$ cat config.mk
export PLATFORM = sky130hd
export DESIGN_NAME = gap_mod_frame_gen
export DESIGN_NICKNAME = d
export VERILOG_FILES = /design/src/rtl/gfg_pkg.sv /design/src/rtl/gfg_cfg_hold.sv /design/src/rtl/gfg_gap_sel.sv /design/src/rtl/gfg_seq.sv /design/src/rtl/gap_mod_frame_gen.sv
export SDC_FILE = /design/constraint.sdc
export NUM_CORES = 1
export LEC_CHECK = 0
export ABC_AREA = 1
export BUFFER_PORTS_ARGS = -buffer_cell sky130_fd_sc_hd__buf_2
export CAP_MARGIN = 30
export CORE_AREA = 3 3 133 135
export DETAILED_ROUTE_END_ITERATION = 7
export DIE_AREA = 0 0 136 138
export GPL_TIMING_DRIVEN = 0
export PLACE_DENSITY_LB_ADDON = 0.25
export SLEW_MARGIN = 5
export SYNTH_ARGS = -nofsm -noshare
export SYNTH_HDL_FRONTEND = slang
export SYNTH_SLANG_ARGS = --single-unit
$ cat constraint.sdc
create_clock -name clk -period 3.9 [get_ports clk]
set_clock_uncertainty 0.2 [all_clocks]
set_input_delay 0.195 -clock clk [delete_from_list [all_inputs] [get_ports clk]]
set_output_delay 0.195 -clock clk [all_outputs]
set_load 0.005 [all_outputs]
$ cat src/rtl/gfg_pkg.sv
package gfg_pkg;
  typedef enum logic [1:0] {
    CH_IDLE  = 2'd0,
    CH_START = 2'd1,
    CH_DATA  = 2'd2,
    CH_TERM  = 2'd3
  } ch_kind_e;

  typedef enum logic [2:0] {
    SQ_OFF,
    SQ_SOF,
    SQ_BODY,
    SQ_EOF,
    SQ_GAP
  } seq_state_e;
endpackage

$ cat src/rtl/gfg_cfg_hold.sv
module gfg_cfg_hold #(
  parameter int CNT_W = 16,
  parameter int GAP_W = 16
) (
  input  logic             clk,
  input  logic             rst,
  input  logic             load,
  input  logic [CNT_W-1:0] count_in,
  input  logic [CNT_W-1:0] len_in,
  input  logic [GAP_W-1:0] base_in,
  input  logic [GAP_W-1:0] off_in,
  input  logic             covert_in,
  output logic [CNT_W-1:0] count_q,
  output logic [CNT_W-1:0] len_q,
  output logic [GAP_W-1:0] base_q,
  output logic [GAP_W-1:0] off_q,
  output logic             covert_q
);
  localparam logic [CNT_W-1:0] LEN_ONE = CNT_W'(1);

  always_ff @(posedge clk) begin
    if (rst) begin
      count_q  <= '0;
      len_q    <= LEN_ONE;
      base_q   <= '0;
      off_q    <= '0;
      covert_q <= 1'b0;
    end else if (load) begin
      count_q  <= count_in;
      len_q    <= (len_in == '0) ? LEN_ONE : len_in;
      base_q   <= base_in;
      off_q    <= off_in;
      covert_q <= covert_in;
    end
  end

  // the held body length is never zero
  a_r11_len_nonzero: assert property (@(posedge clk) disable iff (rst)
    $past(load) |-> (len_q != '0));
endmodule

$ cat src/rtl/gfg_gap_sel.sv
module gfg_gap_sel #(
  parameter int GAP_W   = 16,
  parameter int MIN_GAP = 12
) (
  input  logic [GAP_W-1:0] base,
  input  logic [GAP_W-1:0] offset,
  input  logic             covert,
  input  logic             bit_ok,
  input  logic             bit_val,
  output logic [GAP_W-1:0] gap_len
);
  localparam int XW = GAP_W + 1;
  localparam logic [XW-1:0] LIM = XW'(MIN_GAP);

  logic [XW-1:0] eb, up, floor_chk;
  logic [GAP_W-1:0] gap_up, gap_dn;

  always_comb begin
    eb        = ({1'b0, base} < LIM) ? LIM : {1'b0, base};
    up        = eb + {1'b0, offset};
    floor_chk = {1'b0, offset} + LIM;
    gap_up    = up[GAP_W] ? '1 : up[GAP_W-1:0];
    gap_dn    = (floor_chk > eb) ? LIM[GAP_W-1:0] : (eb[GAP_W-1:0] - offset);
    if (!covert || !bit_ok) gap_len = eb[GAP_W-1:0];
    else if (bit_val)       gap_len = gap_up;
    else                    gap_len = gap_dn;
  end
endmodule

$ cat src/rtl/gfg_seq.sv
module gfg_seq
  import gfg_pkg::*;
#(
  parameter int CNT_W   = 16,
  parameter int GAP_W   = 16,
  parameter int MIN_GAP = 12
) (
  input  logic             clk,
  input  logic             rst,
  input  logic             run_start,
  input  logic             run_stop,
  input  logic             count_in_zero,
  input  logic [CNT_W-1:0] count_q,
  input  logic [CNT_W-1:0] len_q,
  input  logic [GAP_W-1:0] gap_len,
  input  logic             covert_q,
  output logic             load,
  output logic [1:0]       ch_kind,
  output logic [7:0]       ch_data,
  output logic             bit_ready,
  output logic             busy,
  output logic             done
);
  seq_state_e       state;
  logic [CNT_W-1:0] idx;
  logic [CNT_W-1:0] sent;
  logic [GAP_W-1:0] gap_cnt;
  logic             stop_pend;
  logic             stop_now;

  assign load      = run_start && (state == SQ_OFF);
  assign stop_now  = stop_pend || run_stop;
  assign busy      = (state != SQ_OFF);
  assign bit_ready = (state == SQ_EOF) && covert_q;

  always_comb begin
    unique case (state)
      SQ_SOF:  ch_kind = CH_START;
      SQ_BODY: ch_kind = CH_DATA;
      SQ_EOF:  ch_kind = CH_TERM;
      default: ch_kind = CH_IDLE;
    endcase
    ch_data = (state == SQ_BODY) ? idx[7:0] : 8'h00;
  end

  always_ff @(posedge clk) begin
    if (rst) begin
      state     <= SQ_OFF;
      idx       <= '0;
      sent      <= '0;
      gap_cnt   <= '0;
      stop_pend <= 1'b0;
      done      <= 1'b0;
    end else begin
      if (run_stop && busy) stop_pend <= 1'b1;
      unique case (state)
        SQ_OFF: begin
          if (run_start) begin
            stop_pend <= 1'b0;
            sent      <= '0;
            if (count_in_zero) done <= 1'b1;
            else begin
              done  <= 1'b0;
              state <= SQ_SOF;
            end
          end
        end
        SQ_SOF: begin
          idx   <= '0;
          state <= SQ_BODY;
        end
        SQ_BODY: begin
          idx <= idx + 1'b1;
          if (idx == len_q - 1'b1) state <= SQ_EOF;
        end
        SQ_EOF: begin
          gap_cnt <= gap_len - 1'b1;
          sent    <= sent + 1'b1;
          state   <= SQ_GAP;
        end
        SQ_GAP: begin
          if (gap_cnt == '0) begin
            if (stop_now || sent == count_q) begin
              state     <= SQ_OFF;
              done      <= 1'b1;
              stop_pend <= 1'b0;
            end else begin
              state <= SQ_SOF;
            end
          end else begin
            gap_cnt <= gap_cnt - 1'b1;
          end
        end
        default: state <= SQ_OFF;
      endcase
    end
  end

  // a start character is always followed by body characters
  a_r2_sof_to_body: assert property (@(posedge clk) disable iff (rst)
    (state == SQ_SOF) |=> (state == SQ_BODY));
  // the gap chosen at the terminate character is never below the floor
  a_r4_gap_floor: assert property (@(posedge clk) disable iff (rst)
    (state == SQ_EOF) |-> (gap_len >= GAP_W'(MIN_GAP)));
  // the bit handshake is offered only on terminate characters
  a_r7_ready_on_term: assert property (@(posedge clk) disable iff (rst)
    bit_ready |-> (ch_kind == CH_TERM));
  // done and busy never overlap
  a_r8_done_idle: assert property (@(posedge clk) disable iff (rst)
    done |-> !busy);
  // a frame body is never cut short by a stop
  a_r9_body_whole: assert property (@(posedge clk) disable iff (rst)
    (state == SQ_BODY) |=> (state == SQ_BODY || state == SQ_EOF));
endmodule

$ cat src/rtl/gap_mod_frame_gen.sv
module gap_mod_frame_gen #(
  parameter int CNT_W   = 16,
  parameter int GAP_W   = 16,
  parameter int MIN_GAP = 12
) (
  input  logic             clk,
  input  logic             rst,
  input  logic             run_start,
  input  logic             run_stop,
  input  logic [CNT_W-1:0] cfg_frame_count,
  input  logic [CNT_W-1:0] cfg_frame_len,
  input  logic [GAP_W-1:0] cfg_base_gap,
  input  logic [GAP_W-1:0] cfg_gap_offset,
  input  logic             cfg_covert,
  input  logic             bit_valid,
  input  logic             bit_data,
  output logic             bit_ready,
  output logic [1:0]       ch_kind,
  output logic [7:0]       ch_data,
  output logic             busy,
  output logic             done
);
  logic             load;
  logic [CNT_W-1:0] count_q, len_q;
  logic [GAP_W-1:0] base_q, off_q, gap_len;
  logic             covert_q;

  gfg_cfg_hold #(.CNT_W(CNT_W), .GAP_W(GAP_W)) u_hold (
    .clk(clk), .rst(rst), .load(load),
    .count_in(cfg_frame_count), .len_in(cfg_frame_len),
    .base_in(cfg_base_gap), .off_in(cfg_gap_offset), .covert_in(cfg_covert),
    .count_q(count_q), .len_q(len_q), .base_q(base_q), .off_q(off_q),
    .covert_q(covert_q)
  );

  gfg_gap_sel #(.GAP_W(GAP_W), .MIN_GAP(MIN_GAP)) u_gap (
    .base(base_q), .offset(off_q), .covert(covert_q),
    .bit_ok(bit_valid), .bit_val(bit_data), .gap_len(gap_len)
  );

  gfg_seq #(.CNT_W(CNT_W), .GAP_W(GAP_W), .MIN_GAP(MIN_GAP)) u_seq (
    .clk(clk), .rst(rst), .run_start(run_start), .run_stop(run_stop),
    .count_in_zero(cfg_frame_count == '0), .count_q(count_q), .len_q(len_q),
    .gap_len(gap_len), .covert_q(covert_q), .load(load),
    .ch_kind(ch_kind), .ch_data(ch_data), .bit_ready(bit_ready),
    .busy(busy), .done(done)
  );
endmodule

==> flow_summary.toml, run 1 <==
[run_status]
run_status = "complete, but fails checks"
violations = "negative setup slack"

[grt]
grt_pass1_wl_um = 49300
antenna_found_initial = 0
grt_max_degree = 17
grt_usage_pct = 32.6
grt_pass1_vias = 9869
overflow = 0

[synth]
synthAdderAreaFrac_pct = 7.27
synth_commonest_cells = "332 x nand2_1, 214 x inv_1, 137 x nor2_1"
synth_area_leaders = "dfxtp_1 26%, nand2_1 14%, inv_1 8.8%"
yosys.area_share.simple_pct = 33.2
synth_top_area_share_pct = 25.9
synth_top_cell_by_area = "dfxtp_1"
avgSynthCellArea_um2 = 6.23
postSynthCellCount = 1465
synth_edf_count = 0
synthArstFlopShare_pct = 0
synth-compound-area-share_pct = 17.1
synth-seq-cells = 118
post_synth_num_cell_types = 49
muxShareOfSynthArea_pct = 0
synth_xor_area_share_pct = 4.99
yosys_warnings = 0
synth-seq-area-share_pct = 25.9
synth.most_common_cell = "nand2_1"
synth_area_um2 = 9120
synth_top_family_by_area = "simple AND/OR/NAND/NOR gates"
postSynthNetCount = 1589
synth-main-ff-cell = "dfxtp_1"

[route]
drtIter0Drc = 879
drt-total-wl_um = 31000
drc_errors = 0
dr.pass1.iters = 6
ant_nets = 0
routedWlPerCell_um = 16.6
vias = 10524
via_per_inst = 5.62

[place]
io_buffer_count = 81
place_area_um2 = 9800
dp_slack_ns = -0.721
dp_hpwl_um = 22400
place.gp.congestion = 0.975

[floorplan]
die_w_um = 136
die_h_um = 138
die-area_um2 = 18800
core_area_um2 = 16600
start_util_pct = 55.0
placementRows = 47
io_pins = 84

[timing]
timing.fmax_ghz = 0.254
rsz0062_at_grt = "yes"
drv_slew = 0
slew_headroom_pct = 41.8
min_period_ns = 3.94
worst_slack_ns = -0.0378
setup_viol = 5
period_share_pct = 101
worstMarginPinSlew_ns = 0.869
hold_violations = 0

[power]
p_leak_nw = 5.23
intPower_mw = 4.06
total_power_mw = 8.02
power_frac_seq_pct = 21.2
vdd_drop_max_v = 0.000384
p_comb_share_pct = 59.3
power_density_nw_per_um2 = 699
power_switching_mw = 3.97
p_sw_share_pct = 49.4
power_frac_clock_pct = 19.5

[setup_path]
r2r_cells = 30
cp.arrival_ns = 4.06
worst-setup-path-type = "reg2reg"
startpoint_type = "flop"
critPathMaxFanout = 7
slowest_stage = "dfxtp_2"
path_common_cell = "nand3_1"
cp-end-kind = "flop"
worst_path_largest_cell_delay_ns = 0.36
required_ns = 4.02

[final_layout]
area_growth_pct = 25.8
n_antenna_cell = 0
drive_gt1_share_pct = 15.1
finalInstanceArea_um2 = 11500
fin_nets = 1763
utilization_pct = 69.2

[clock_tree]
cts_tree = "done"
numCtsBuffers = 17
cts_num_sinks = 118
cts_buffer_depth = 2
htree_levels = 4
root_buffer = "clkbuf_16"
clk-insertion-delay-late_ns = 0.42
clk_pin_slew_ns = 0.06

[flow_run]
max_cap_viol_count = 0

[hold_path]
worstHoldPathType = "in2reg"
holdPathStages = 4
==> final timing paths <==
kind	from	endpoint	slack, ns
setup / recovery	u_hold.off_q[2]$_SDFFE_PP0P_	u_seq.gap_cnt[11]$_SDFFE_PP0P_	-0.04
hold / removal	run_start	u_seq.stop_pend$_SDFF_PP0_	0.06
setup reg to reg	u_hold.off_q[2]$_SDFFE_PP0P_	u_seq.gap_cnt[11]$_SDFFE_PP0P_	-0.04
hold reg to reg	u_seq.done$_SDFFE_PP0P_	u_seq.done$_SDFFE_PP0P_	0.27
==> state kept, by name (all words and copies together) (netlist names) <==
register and cells:
u_hold.base_q 16, u_hold.count_q 16, u_hold.covert_q 1, u_hold.len_q 16, u_hold.off_q 16, u_seq.done 1, u_seq.gap_cnt 16, u_seq.idx 16
u_seq.sent 16, u_seq.state 3, u_seq.stop_pend 1
==> per-layer routing <==
layer  vias to the layer above  share of wire [%]  track usage [%]
li1                       5121                  -                -
met1                      4870                 41             40.6
met2                       444                 48             54.9
met3                        89                6.6             4.91
met4                         0                4.4             15.6
met5                         -                  0                0
==> cells in the final DEF (no fill, tap or decap), drive strengths merged, types with 3 or more instances in the layout <==
cell type and count:
or2 4, nand3b 3, xnor2 16, clkbuf 64, a221oi 9, clkinv 10, nand4 23, o21bai 10
dlygate4sd3 66, buf 96, a211oi 8, nand2 347, inv 227, o21ai 103, ha 53, dfxtp 118
a31oi 3, a21oi 131, nor4 22, nand3 95, nor3 37, xor2 36, nor2 148
==> kinds of logic after synthesis <==
family                     Yosys count
AOI/OAI and AO/OA                  279
xor gates and xnor gates            52
adders and majority gates           53
buffers and inverters              279
DFF                                118
and+or+nand+nor                    684
==> what timing repair did <==
item / 4_1_cts / 5_1_grt
endpoints found under the setup margin: 16 / 15
gates resized for setup: 54 / 48
pin swaps: 17 / 26
hold buffers: 66 / 0
buffers inserted: 6 / 2
endpoints found under the hold margin: 66 / 0
==> critical path: cells and delay by family, from the launching register on <==
family                     cells  cell delay (ns)
DFF                            1             0.36
and+or+nand+nor               23             2.55
buffers and inverters          5             0.29
adders and majority gates      2             0.46
==> power groups by stage <==
| stage | Sequential, mW | Combinational [mW] | Clock [mW] |
|---|---|---|---|
| after floorplan | 1.62 | 3.17 | 0 |
| after global placement | 1.69 | 4.09 | 0 |
| after detailed placement | 1.69 | 4.14 | 0 |
| after CTS | 1.68 | 4.40 | 1.57 |
| after global routing | 1.72 | 5.29 | 1.63 |
| final | 1.70 | 4.76 | 1.57 |
==> cell type report <==
class	count	area, um2
timing repair buffer	155	1130
sequential	118	2380
inverter	226	861
multi-input combinational	1068	6040
buffer	53	208
clock buffer	18	439
clock inverter	14	149
fill	1383	5100
tap	220	275
==> stage by stage <==
| step | std cells | TNS (ns) | hold WS [ns] |
|---|---|---|---|
| final | 1872 | -0.0769 | 0.0595 |
| after global routing | 1872 | -2.81 | 0.107 |
| after CTS | 1870 | 0 | 0.0331 |
| after detailed placement | 1766 | -9.32 | 0.252 |
| after global placement | 1766 | -8.50 | 0.244 |
| after floorplan | 1465 | 0 | 0.140 |
Note: power is estimated with default switching activity, not from simulation.
==> inputs of run 2 (changes only) <==
BUFFER_PORTS_ARGS = unset   (was -buffer_cell sky130_fd_sc_hd__buf_2)
CORE_AREA = 3 3 129 131   (was 3 3 133 135)
DIE_AREA = 0 0 132 134   (was 0 0 136 138)
DONT_BUFFER_PORTS = 1   (was unset)
clock period = 3.4 ns   (was 3.9 ns; I/O delays follow)
==> flow_summary.toml, run 2 (synthesized netlist as in run 1, its figures left out) <==
[setup_path]
critPathMaxFanout = 5
worst_path_largest_cell_delay_ns = 0.36
startpoint_type = "flop"
worst-setup-path-type = "reg2reg"
path_common_cell = "nand2_1"
worst_r2r_startpoint = "u_hold.off_q[3]$_SDFFE_PP0P_"
critPathBufInv = 8
crit_start = "u_hold.off_q[3]$_SDFFE_PP0P_"
slowest_stage = "dfxtp_2"
cp_top_family = "simple AND/OR/NAND/NOR gates"
required_ns = 3.53
cp.arrival_ns = 4.19
cp-end-kind = "flop"

[power]
p_leak_nw = 5.08
vdd_drop_max_v = 0.000482
power_density_nw_per_um2 = 846

[final_layout]
area_growth_pct = 25.8
final_common_cell = "nand2_1"
finalInstanceArea_um2 = 11500
fillCellCount = 1195
utilization_pct = 73.1
drive_gt1_share_pct = 13.8
final_cell_mix = "303 x nand2_1, 208 x inv_1, 123 x a21oi_1"
fin_nets = 1713

[run_status]
violations = "negative setup slack"
run_status = "complete, but fails checks"

[route]
via_per_inst = 5.83
routedWlPerCell_um = 17.6
drt-total-wl_um = 32000
drc_errors = 0
drtIter0Drc = 1107
dr.pass1.iters = 7
ant_nets = 0
vias = 10607

[grt]
grt_max_degree = 17
overflow = 0
grt_usage_pct = 34.3
grt_pass1_vias = 9968
antenna_found_initial = 2
grt_pass1_wl_um = 49300

[floorplan]
die_h_um = 134
start_util_pct = 58.1
placementRows = 46
die-area_um2 = 17700
io_pins = 84
die_w_um = 132
core_area_um2 = 15700

[place]
place_area_um2 = 9450
place.gp.congestion = 1.02
io_buffer_count = 0
dp_hpwl_um = 21900
dp_slack_ns = -0.833

[clock_tree]
cts_buffer_depth = 2
cts_num_sinks = 118
clk_pin_slew_ns = 0.06
clk-insertion-delay-late_ns = 0.43
root_buffer = "clkbuf_16"
cts_tree = "done"
htree_levels = 4
numCtsBuffers = 17

[timing]
timing.hold.ws_ns = 0.0277
period_share_pct = 119
hold_violations = 0
setup_viol = 16
timing.fmax_ghz = 0.246
fin_tns_setup_ns = -8.85
drv_slew = 0
worst_slack_ns = -0.659
rsz0062_at_grt = "yes"
min_period_ns = 4.06
worstMarginPinSlew_ns = 0.860
slew_headroom_pct = 42.4

[hold_path]
hp-start = "cfg_frame_count[2]"
worstHoldPathType = "in2reg"

[flow_run]
max_cap_viol_count = 0
## run 2: changes by cell type in the layout (fill, tap and decap cells not counted), sizes merged
cell         before  now
dlygate4sd3      66   69
buf              96   43
clkbuf           64   63
diode             0    2
inv             227  229
clkinv           10    8
clkinvlp          1    2
## run 2: through the flow
| stage | std cells | power [mW] |
|---|---|---|
| global placement | 1681 | 6.60 |
| floorplan | 1465 | 5.54 |
| finish | 1820 | 9.71 |
| global route | 1820 | 10.4 |
| CTS | 1802 | 9.13 |
| detailed placement | 1681 | 6.67 |
## run 2: path summary, 6_finish.rpt
| check | endpoint | slack, ns | cells after the start |
|---|---|---|---|
| worst max-delay path | u_seq.gap_cnt[11]$_SDFFE_PP0P_ | -0.66 | 31 |
| worst min-delay path | u_seq.done$_SDFFE_PP0P_ | 0.03 | 5 |
| worst max register to register | u_seq.gap_cnt[11]$_SDFFE_PP0P_ | -0.66 | 31 |
| worst min register to register | u_seq.sent[15]$_SDFFE_PP0P_ | 0.27 | 1 |
## run 2: worst min-delay path: cells and delay by family
family	cells	cell delay [ns]
simple gates	3	0.23
compound gates	2	0.21
## run 2: area by class of cell
| cell class | instances | area [um2] | share of cell area [%] |
|---|---|---|---|
| Timing Repair Buffer | 105 | 972 | 8.47 |
| Inverter | 226 | 858 | 7.48 |
| Antenna cell | 2 | 5.00 | 0.0436 |
| Tap cell | 216 | 270 | 2.35 |
| Multi-Input combinational cell | 1068 | 6190 | 54.0 |
| Clock buffer | 17 | 425 | 3.71 |
| Sequential cell | 118 | 2380 | 20.7 |
| Clock inverter | 15 | 169 | 1.47 |
| Buffer | 53 | 208 | 1.81 |
## run 2: timing repair
item	CTS	global route
buffers inserted	20	16
pin swaps	52	38
gates cloned	0	0
hold endpoints to repair	68	0
setup endpoints to repair	16	16
gates resized for setup	81	39
hold buffers	69	0
## run 2: report_power, final
group	leakage [nW]	internal, mW	switching, mW
sequential	0.968	1.67	0.286
combinational	3.83	2.11	3.82
clock	0.288	1.10	0.732
total	5.08	4.87	4.84
## run 2: routing by layer
metal	vias up	track usage (%)	wire [um]
met4	0	18.4	1710
met2	641	59.5	15300
met3	129	6.68	2880
met5	-	0	0
met1	4808	40.1	12100
li1	5029	-	-
==> inputs of run 3 (changes only) <==
CORE_AREA = 3 3 130 132   (was 3 3 129 131)
DIE_AREA = 0 0 133 135   (was 0 0 132 134)
SYNTH_HIERARCHICAL = 1   (was unset)
==> flow_summary.toml, run 3 <==
[clock_tree]
cts_num_sinks = 118
root_buffer = "clkbuf_16"
clk-insertion-delay-late_ns = 0.43
numCtsBuffers = 17
cts_buffer_depth = 2
cts_tree = "done"
clk_pin_slew_ns = 0.06
htree_levels = 4

[synth]
synth.most_common_cell = "nand2_1"
postSynthNetCount = 1567
synth_area_leaders = "dfxtp_1 25%, nand2_1 11%, nor2_1 8.7%"
synth_top_area_share_pct = 25.3
synthArstFlopShare_pct = 0
yosys_warnings = 6
synth-seq-area-share_pct = 25.3
synth_edf_count = 0
synth_commonest_cells = "272 x nand2_1, 217 x nor2_1, 184 x inv_1"
post_synth_num_cell_types = 52
postSynthCellCount = 1442
synth-main-ff-cell = "dfxtp_1"
synth-seq-cells = 118
synth_top_cell_by_area = "dfxtp_1"
synth_area_um2 = 9320
avgSynthCellArea_um2 = 6.46

[timing]
worst_slack_ns = -0.731
drv_slew = 0
slew_headroom_pct = 54.9
timing.hold.ws_ns = 0.0602
rsz0062_at_grt = "yes"
worstMarginPinSlew_ns = 0.676
period_share_pct = 121
timing.fmax_ghz = 0.242
hold_violations = 0
min_period_ns = 4.13
setup_viol = 16

[floorplan]
io_pins = 84
die_w_um = 133
core_area_um2 = 15800
placementRows = 46
die-area_um2 = 18000
die_h_um = 135
start_util_pct = 58.9

[route]
drtIter0Drc = 1325
dr.pass1.iters = 8
drt-total-wl_um = 32600
routedWlPerCell_um = 18.0
drc_errors = 0
ant_nets = 0
vias = 10740
via_per_inst = 5.92

[final_layout]
final_cell_mix = "254 x nand2_1, 201 x nor2_1, 174 x inv_1"
multi_input_area_um2 = 6390
area_growth_pct = 27.6
final-seq-area_um2 = 2420
utilization_pct = 75.2
fillCellCount = 1121
drive_gt1_share_pct = 20.0
n_antenna_cell = 0
fin_nets = 1711
final_common_cell = "nand2_1"

[place]
place.gp.congestion = 0.975
dp_hpwl_um = 20500
io_buffer_count = 0

[setup_path]
worst-setup-path-type = "reg2reg"
required_ns = 3.51
worst_path_largest_cell_delay_ns = 0.37
cp_top_family = "simple AND/OR/NAND/NOR gates"
cp-end-kind = "flop"
critPathMaxFanout = 5
critPathBufInv = 5
startpoint_type = "flop"
slowest_stage = "dfxtp_4"
cp.arrival_ns = 4.24

[grt]
antenna_found_initial = 0
overflow = 0
grt_max_degree = 17
grt_pass1_vias = 10225
grt_usage_pct = 35.1
grt_pass1_wl_um = 50800

[power]
power_density_nw_per_um2 = 644
vdd_drop_max_v = 0.000426
total_power_mw = 7.66
p_leak_nw = 5.44

[run_status]
violations = "negative setup slack"
run_status = "complete, but fails checks"

[hold_path]
worstHoldPathType = "in2reg"

[flow_run]
max_cap_viol_count = 0
[run 3: cell types whose count changed after synthesis, sizes merged, moves of 14 or more]
cell    change
nand3      -22
nand2      -62
xnor2      +14
nor2      +128
o21ai      +39
clkbuf     -15
a21oi      -62
inv        -30
nor4       -18
[run 3: cell families (layout without fill, tap and decap cells)]
logic type | after synthesis | count (layout) | share of synthesized area (%)
XOR/XNOR | 63 | 63 | 5.92
multiplexers | 1 | 1 | 0.107
AO/OA/AOI/OAI | 262 | 262 | 16.1
adder cells (fa/ha/maj) | 54 | 54 | 7.41
buffers and inverters | 247 | 404 | 11.5
flip-flops | 118 | 118 | 25.3
AND/OR/NAND/NOR | 697 | 697 | 33.6
[run 3: path summary, 6_finish.rpt]
path	from	to	slack, ns	depth (start not counted)
max reg2reg	u_hold/base_q[6]$_SDFFE_PP0P_	u_seq/gap_cnt[10]$_SDFFE_PP0P_	-0.73	29
min	run_start	u_seq/sent[7]$_SDFFE_PP0P_	0.06	4
max	u_hold/base_q[6]$_SDFFE_PP0P_	u_seq/gap_cnt[10]$_SDFFE_PP0P_	-0.73	29
min reg2reg	u_seq/sent[15]$_SDFFE_PP0P_	u_seq/sent[15]$_SDFFE_PP0P_	0.32	2
[run 3: worst min-delay path: stages]
cell,delay [ns]
inv_1,0.04
nor2_1,0.12
o22ai_1,0.17
and3_1,0.15
[run 3: timing repair]
action / CTS / global route
hold endpoints to repair: 72 / 0
endpoints found under the setup margin: 16 / 16
hold buffers: 69 / 0
cloned: 0 / 0
pin swaps: 55 / 24
buffers inserted: 47 / 10
gates resized for setup: 91 / 41
[run 3: cell type report]
cell class	instances	share of cell area (%)
Timing Repair Buffer	125	9.74
Buffer	50	2.75
Sequential cell	118	20.4
Multi-Input combinational cell	1077	53.7
Tap cell	216	2.27
Inverter	197	6.36
Clock inverter	14	1.15
Clock buffer	18	3.69
[run 3: metrics by stage]
step                      worst slack, ns  instance area [um2]  setup TNS, ns  cells
after global placement             -0.894                 9720         -11.59   1658
after CTS                          -0.462                11700          -5.73   1806
after detailed placement           -0.967                 9720         -12.16   1658
final                              -0.731                11900          -9.34   1815
after floorplan                    -0.351                 9450          -3.31   1442
after global routing               -0.937                11900         -12.01   1815
[run 3: where the power goes]
group	internal, mW	leakage (nW)	switching, mW
Sequential	1.59	0.978	0.257
Clock	1.04	0.287	0.723
Combinational	1.56	4.18	2.49
Total	4.19	5.44	3.47
[run 3: routing by layer]
metal | up-vias | global-route usage (%) | share of wire [%]
li1 | 4914 | - | -
met1 | 4921 | 44.6 | 40
met2 | 743 | 56.5 | 45
met3 | 162 | 7.19 | 9.5
met4 | 0 | 18.0 | 4.9
met5 | - | 0 | 0
